`src/rtl/sertx_pkg.sv`:
```
package sertx_pkg;
    typedef enum logic [1:0] {
        ST_IDLE  = 2'd0,
        ST_SHIFT = 2'd1,
        ST_PAD   = 2'd2
    } tx_state_e;
endpackage

```
`src/rtl/sertx_bitclk.sv`:
```
module sertx_bitclk #(
    parameter int BCLK_DIV = 4
) (
    input  logic clk,
    input  logic rst_n,
    output logic bit_tick_o,
    output logic bclk_o
);
    localparam int DW = (BCLK_DIV > 2) ? $clog2(BCLK_DIV) : 1;
    localparam logic [DW-1:0] LAST = DW'(BCLK_DIV - 1);
    localparam logic [DW-1:0] HALF = DW'(BCLK_DIV / 2);
    localparam logic [DW-1:0] ONE  = DW'(1);

    logic [DW-1:0] div_q;

    always_ff @(posedge clk) begin
        if (!rst_n)             div_q <= '0;
        else if (div_q == LAST) div_q <= '0;
        else                    div_q <= div_q + ONE;
    end

    // bit boundary at the last divider count; bit clock falls there
    assign bit_tick_o = (div_q == LAST);
    assign bclk_o     = (div_q >= HALF);
endmodule

```
`src/rtl/sertx_hold.sv`:
```
module sertx_hold #(
    parameter int WORD_W = 16
) (
    input  logic              clk,
    input  logic              rst_n,
    input  logic              wr_en_i,
    input  logic [WORD_W-1:0] wr_data_i,
    input  logic              consume_i,
    input  logic              ovf_clr_i,
    output logic [WORD_W-1:0] hold_word_o,
    output logic              hold_full_o,
    output logic              xrdy_o,
    output logic              ovf_o
);
    always_ff @(posedge clk) begin
        if (!rst_n) begin
            hold_word_o <= '0;
            hold_full_o <= 1'b0;
            xrdy_o      <= 1'b0;
            ovf_o       <= 1'b0;
        end else begin
            xrdy_o <= consume_i;
            if (wr_en_i) begin
                hold_word_o <= wr_data_i;
                hold_full_o <= 1'b1;
            end else if (consume_i) begin
                hold_full_o <= 1'b0;
            end
            if (ovf_clr_i)
                ovf_o <= 1'b0;
            else if (wr_en_i && hold_full_o && !consume_i)
                ovf_o <= 1'b1;
        end
    end
endmodule

```
`src/rtl/sertx_frame_fsm.sv`:
```
module sertx_frame_fsm
    import sertx_pkg::*;
#(
    parameter int WORD_W   = 16,
    parameter int PERIOD_W = 6
) (
    input  logic                clk,
    input  logic                rst_n,
    input  logic                bit_tick_i,
    input  logic                copy_mode_i,
    input  logic [PERIOD_W-1:0] frame_len_i,
    input  logic [WORD_W-1:0]   hold_word_i,
    input  logic                hold_full_i,
    output logic                consume_o,
    output logic                sdata_o,
    output logic                fsync_o,
    output logic                empty_n_o
);
    localparam int CW = (PERIOD_W > $clog2(WORD_W + 1)) ? PERIOD_W : $clog2(WORD_W + 1);
    localparam logic [CW-1:0] ONE       = CW'(1);
    localparam logic [CW-1:0] WORD_LAST = CW'(WORD_W - 1);
    localparam logic [CW-1:0] WORD_LEN  = CW'(WORD_W);

    tx_state_e         state_q, state_d;
    logic [CW-1:0]     slot_q, slot_d;
    logic [WORD_W-1:0] xsr_q, xsr_d;
    logic              empty_q, empty_d;
    logic [CW-1:0]     len_ext, frame_last;
    logic              start_ok, frame_end, load, halt;

    always_comb begin
        len_ext    = CW'(frame_len_i);
        frame_last = (len_ext < WORD_LEN) ? WORD_LAST : (len_ext - ONE);
        frame_end  = (slot_q == frame_last);
        start_ok   = copy_mode_i ? hold_full_i : 1'b1;
    end

    // next-state and datapath
    always_comb begin
        state_d   = state_q;
        slot_d    = slot_q;
        xsr_d     = xsr_q;
        empty_d   = empty_q;
        consume_o = 1'b0;
        load      = 1'b0;
        halt      = 1'b0;
        if (bit_tick_i) begin
            unique case (state_q)
                ST_IDLE: load = start_ok;
                ST_SHIFT: begin
                    if (frame_end) begin
                        load = start_ok;
                        halt = !start_ok;
                    end else if (slot_q == WORD_LAST) begin
                        state_d = ST_PAD;
                        slot_d  = slot_q + ONE;
                    end else begin
                        slot_d = slot_q + ONE;
                        xsr_d  = {xsr_q[WORD_W-2:0], 1'b0};
                    end
                end
                ST_PAD: begin
                    if (frame_end) begin
                        load = start_ok;
                        halt = !start_ok;
                    end else begin
                        slot_d = slot_q + ONE;
                    end
                end
                default: halt = 1'b1;
            endcase
            if (state_q == ST_SHIFT && slot_q == WORD_LAST && !hold_full_i)
                empty_d = 1'b0;
            if (load) begin
                state_d = ST_SHIFT;
                slot_d  = '0;
                xsr_d   = hold_word_i;   // fresh word, or the stale one again
                if (hold_full_i) begin
                    consume_o = 1'b1;
                    empty_d   = 1'b1;
                end
            end
            if (halt) begin
                state_d = ST_IDLE;
                slot_d  = '0;
            end
        end
    end

    // state register
    always_ff @(posedge clk) begin
        if (!rst_n) begin
            state_q <= ST_IDLE;
            slot_q  <= '0;
            xsr_q   <= '0;
            empty_q <= 1'b0;
        end else begin
            state_q <= state_d;
            slot_q  <= slot_d;
            xsr_q   <= xsr_d;
            empty_q <= empty_d;
        end
    end

    // outputs
    always_comb begin
        sdata_o   = (state_q == ST_SHIFT) ? xsr_q[WORD_W-1] : 1'b0;
        fsync_o   = (state_q == ST_SHIFT) && (slot_q == '0);
        empty_n_o = empty_q;
    end
endmodule

```
`src/rtl/serial_audio_tx.sv`:
```
module serial_audio_tx #(
    parameter int WORD_W   = 16,
    parameter int BCLK_DIV = 4,
    parameter int PERIOD_W = 6
) (
    input  logic                clk,
    input  logic                rst_n,
    input  logic                wr_en_i,
    input  logic [WORD_W-1:0]   wr_data_i,
    input  logic                copy_fs_mode_i,
    input  logic [PERIOD_W-1:0] frame_len_i,
    input  logic                ovf_clr_i,
    output logic                bclk_o,
    output logic                fsync_o,
    output logic                sdata_o,
    output logic                xrdy_o,
    output logic                empty_n_o,
    output logic                ovf_o
);
    logic              bit_tick;
    logic              consume;
    logic              hold_full;
    logic [WORD_W-1:0] hold_word;

    sertx_bitclk #(.BCLK_DIV(BCLK_DIV)) i_bitclk (
        .clk       (clk),
        .rst_n     (rst_n),
        .bit_tick_o(bit_tick),
        .bclk_o    (bclk_o)
    );

    sertx_hold #(.WORD_W(WORD_W)) i_hold (
        .clk        (clk),
        .rst_n      (rst_n),
        .wr_en_i    (wr_en_i),
        .wr_data_i  (wr_data_i),
        .consume_i  (consume),
        .ovf_clr_i  (ovf_clr_i),
        .hold_word_o(hold_word),
        .hold_full_o(hold_full),
        .xrdy_o     (xrdy_o),
        .ovf_o      (ovf_o)
    );

    sertx_frame_fsm #(.WORD_W(WORD_W), .PERIOD_W(PERIOD_W)) i_fsm (
        .clk        (clk),
        .rst_n      (rst_n),
        .bit_tick_i (bit_tick),
        .copy_mode_i(copy_fs_mode_i),
        .frame_len_i(frame_len_i),
        .hold_word_i(hold_word),
        .hold_full_i(hold_full),
        .consume_o  (consume),
        .sdata_o    (sdata_o),
        .fsync_o    (fsync_o),
        .empty_n_o  (empty_n_o)
    );
endmodule

```
`config.mk`:
```
export PLATFORM = sky130hd
export DESIGN_NAME = serial_audio_tx
export DESIGN_NICKNAME = d
export VERILOG_FILES = /design/src/rtl/sertx_pkg.sv /design/src/rtl/sertx_bitclk.sv /design/src/rtl/sertx_hold.sv /design/src/rtl/sertx_frame_fsm.sv /design/src/rtl/serial_audio_tx.sv
export SDC_FILE = /design/constraint.sdc
export NUM_CORES = 1
export LEC_CHECK = 0
export BUFFER_PORTS_ARGS = -buffer_cell sky130_fd_sc_hd__buf_2
export CAP_MARGIN = 20
export CORE_ASPECT_RATIO = 0.6
export CORE_MARGIN = 4
export CORE_UTILIZATION = 55
export CTS_CLUSTER_SIZE = 20
export DETAILED_ROUTE_END_ITERATION = 7
export GPL_ROUTABILITY_DRIVEN = 0
export PLACE_DENSITY = 0.76
export SYNTH_ARGS = -nofsm -noshare
export SYNTH_HDL_FRONTEND = slang
export SYNTH_HIERARCHICAL = 1
export SYNTH_SLANG_ARGS = --single-unit
```
`constraint.sdc`:
```
create_clock -name clk -period 5.4 [get_ports clk]
set_input_delay 0.27 -clock clk [delete_from_list [all_inputs] [get_ports clk]]
set_output_delay 0.27 -clock clk [all_outputs]
set_load 0.05 [all_outputs]
```
==> results.sh <==
export IMPL_clock_tree_root_cell="sky130_fd_sc_hd__clkbuf_8"
export IMPL_critical_path_class="input port to flip-flop"
export IMPL_cts_tree="yes"
export IMPL_groute_usage_overall=0.212
export IMPL_synthesis_instances=265
export IMPL_boundaryPins=33
export IMPL_synth_most_common_cell="sky130_fd_sc_hd__dfxtp_1"
export IMPL_final_antenna_net_count=0
export IMPL_number_of_distinct_library_cells_after_synthesis=52
export IMPL_syn_area_sq_um=2540
export IMPL_synth_cells_most_frequent="sky130_fd_sc_hd__dfxtp_1 (46), sky130_fd_sc_hd__mux2i_1 (32), sky130_fd_sc_hd__nor2b_1 (20), sky130_fd_sc_hd__a21oi_1 (19)"
export IMPL_gr_usage_met2=0.298
export IMPL_max_cap_violations=0
export IMPL_rsz_0062_raised_after_global_routing="false"
export IMPL_worst_hold_path_endpoint="i_hold/hold_word_o[9]"
export IMPL_synthesis_nets=300
export IMPL_final_max_slew_viol_count=0
export IMPL_power_spent_charging_and_discharging_nets_mw=0.203
export IMPL_postLayoutCellArea_sq_um=2770
export IMPL_htree_levels=2
export IMPL_timing_fmax_mhz=334
export IMPL_worst_setup_path_start_kind="input port"
export IMPL_internal_power_mw=0.525
export IMPL_worst_r2r_start="i_fsm/slot_q[0]"
export IMPL_clock_sink_count=46
export IMPL_reg2reg_setup_slack_ns=2.44
export IMPL_ctsLongestPathBuffers=2
export IMPL_grt_antenna_before_repair=0
export IMPL_worst_margin_slew_ns=0.961
export IMPL_cp_buffers_inverters=3
export IMPL_synth_largest_area_cell="sky130_fd_sc_hd__dfxtp_1"
export IMPL_fp_row_count=18
export IMPL_grt_pass1_vias=1897
export IMPL_detail_route_first_pass_iterations=4
export IMPL_fin_crit_sh=0.555
export IMPL_cp_data_arrival_time_ns=3.20
export IMPL_global_route_peak_usage_layer="met1"
export IMPL_numPortBuffers=32
export IMPL_total_wirelength_um=5590
export IMPL_synth_area_top_cells="sky130_fd_sc_hd__dfxtp_1 (36%), sky130_fd_sc_hd__mux2i_1 (13%), sky130_fd_sc_hd__nor2b_1 (4.9%), sky130_fd_sc_hd__a211oi_2 (4.4%), sky130_fd_sc_hd__ha_1 (3.9%)"
export IMPL_overflow=0
export IMPL_cp_launch_point="frame_len_i[0]"
export IMPL_ys_seq_area_frac=0.362
export IMPL_grt_start_max_net_pins=42
export IMPL_r2r_worst_path_cells=9
export IMPL_run_status="completed"
export IMPL_share_comb_of_total_power=0.172
export IMPL_crit_reg2reg_capture="i_hold/hold_full_o"
export IMPL_post_synth_cell_area_avg_sq_um=9.59
export IMPL_global_route_usage_met3=0.0520
export IMPL_grtUsageMet1=0.318
export IMPL_synthArstFlopShare=0
export IMPL_global_route_wire_length_before_repair_um=9290
export IMPL_finClkSkew_ns=0.0105
export IMPL_synth_top_flop_cell="sky130_fd_sc_hd__dfxtp_1"
export IMPL_vdd_ir_drop_max_mv=0.194
export IMPL_core_sq_um=4280
export IMPL_totalPowerFinal_mw=0.729
export IMPL_cts_inserted_buffers=5
export IMPL_synth_enable_flop_cells=0
export IMPL_powerDensity_nw_per_um2=263
export IMPL_detailedRoute_firstIterationViolations=140
export IMPL_switching_share=0.279
export IMPL_power_share_clock=0.325
export IMPL_route_detailed_drc=0
export IMPL_finalWorstPathRequiredPeriod_ns=3.00
export IMPL_critical_path_required_ns=5.61
export IMPL_crit_path_cell_trace="buf_2 -> inv_1 -> ha_1 -> or3b_4 -> a21oi_1 -> o32ai_1 -> nor4b_4 -> o21a_1 -> nand3_1 -> inv_1 -> nor2b_1 -> o21a_1"
export IMPL_cts_repair_resized=0
export IMPL_post_dp_hpwl_um=3920
export IMPL_clk_pin_slew_worst_paths_ns=0.09
export IMPL_die_h_um=60.7
export IMPL_critical_path_endpoint_type="flip-flop"
export IMPL_power_static_leakage_nw=1.15
export IMPL_cp_top_family="compound AO/OA/AOI/OAI gates"
export IMPL_ys_seq_elements=46
export IMPL_seqPwrFrac=0.503
export IMPL_synth_warning_count=6
export IMPL_vias=2027
export IMPL_fin_cells=350
export IMPL_timing_hold_worst_start="wr_data_i[9]"
export IMPL_setup_ws_ns=2.40
export IMPL_dp_cells=342
export IMPL_final_net_count=324
export IMPL_maxSlewHeadroom=0.360
export IMPL_postCtsSetupRepairBufs=0
export IMPL_layout_cells_sized_above_1=0.207
export IMPL_placedInstanceArea_sq_um=2670
export IMPL_design_die_area_sq_um=5810
export IMPL_critical_path_max_stage_delay_ns=0.81
export IMPL_cts_hold_buffers_added=0
export IMPL_insertedDiodeCount=0
export IMPL_crit_path_top_delay_cell="sky130_fd_sc_hd__o21a_1"
export IMPL_crit_path_max_fanout=18
export IMPL_avgViaCountPerCell=5.79
export IMPL_floorplan_initialDensity=0.594
export IMPL_wl_per_cell_um=16.0
export IMPL_netlist_area_leader_share=0.362
export IMPL_dp_worst_setup_slack_ns=2.11
export IMPL_report_final_setup_viol=0
export IMPL_worst_skew_pair_late_latency_ns=0.31
export IMPL_hold_path_depth=3
export IMPL_area_growth_synth_to_final_pct=8.96
export IMPL_timing_setup_tns_ns=0
export IMPL_number_of_hold_slack_violations_in_the_final_timing_report=0
export IMPL_die_width_um=95.8
export IMPL_path_category_of_the_worst_min_delay_check="input port to flip-flop"
## routing by layer
metal | vias to the layer above | wire [um]
met5 | - | 0
met4 | 0 | 49
met3 | 5 | 335
met2 | 52 | 2270
met1 | 968 | 2940
li1 | 1002 | -
## flip-flops by register name (all words and copies together) (netlist names)
name,flops
i_bitclk/div_q,2
i_fsm/empty_n_o,1
i_fsm/slot_q,6
i_fsm/state_q,2
i_fsm/xsr_q,16
i_hold/hold_full_o,1
i_hold/hold_word_o,16
i_hold/ovf_o,1
i_hold/xrdy_o,1
## tightest hold or removal path, cell delays in order
cell and delay (ns):
sky130_fd_sc_hd__buf_2 0.07, sky130_fd_sc_hd__mux2i_1 0.05, sky130_fd_sc_hd__nor2b_1 0.09
## placed cells by master, fill, tap and decap left out, drive strengths merged, types with 7 or more instances in the layout
cell type,Yosys,routed
nor2b,20,20
buf,10,33
clkbuf,6,7
ha,8,8
a211oi,15,15
nor2,7,7
inv,12,12
mux2i,33,33
nand3,10,10
a21oi,19,19
dfxtp,46,46
nand2,12,12
## cell type report
| class | count | area [sq um] |
|---|---|---|
| clock buffer | 7 | 96.3 |
| clock inverter | 1 | 8.76 |
| fill | 373 | 1510 |
| inverter | 13 | 48.8 |
| multi-input combinational | 190 | 1450 |
| sequential | 46 | 921 |
| tap | 60 | 75.1 |
| timing repair buffer | 33 | 168 |
## metrics by stage
stage | utilization | hold WS, ns
after floorplan | - | 0.398
after global placement | 0.623 | 0.432
after detailed placement | 0.623 | 0.453
after CTS | 0.647 | 0.211
after global routing | 0.647 | 0.217
final | 0.647 | 0.217
## power groups by stage
stage | Sequential [mW] | Combinational, mW | Clock [mW]
after CTS | 0.367 | 0.126 | 0.240
after global routing | 0.369 | 0.139 | 0.258
after global placement | 0.374 | 0.121 | 0
after floorplan | 0.373 | 0.101 | 0
final | 0.367 | 0.126 | 0.237
after detailed placement | 0.375 | 0.125 | 0
## worst max path at each step
stage	end	slack (ns)	cells after the start
detailed placement	i_hold/hold_full_o	2.11	12
finish	i_hold/hold_full_o	2.40	12
floorplan	i_hold/hold_full_o	2.91	13
global placement	i_hold/hold_full_o	2.20	12
CTS	i_hold/hold_full_o	2.40	12
global route	i_hold/ovf_o	2.16	12
## cell families after synthesis
logic type,Yosys count,synth area share
compound gates,56,0.166
xor+xnor,3,0.0103
fa+ha+maj,8,0.0394
buf+inv,29,0.0664
flops,46,0.362
mux,34,0.136
simple gates,89,0.219
Note: power is estimated with default switching activity, not from simulation.
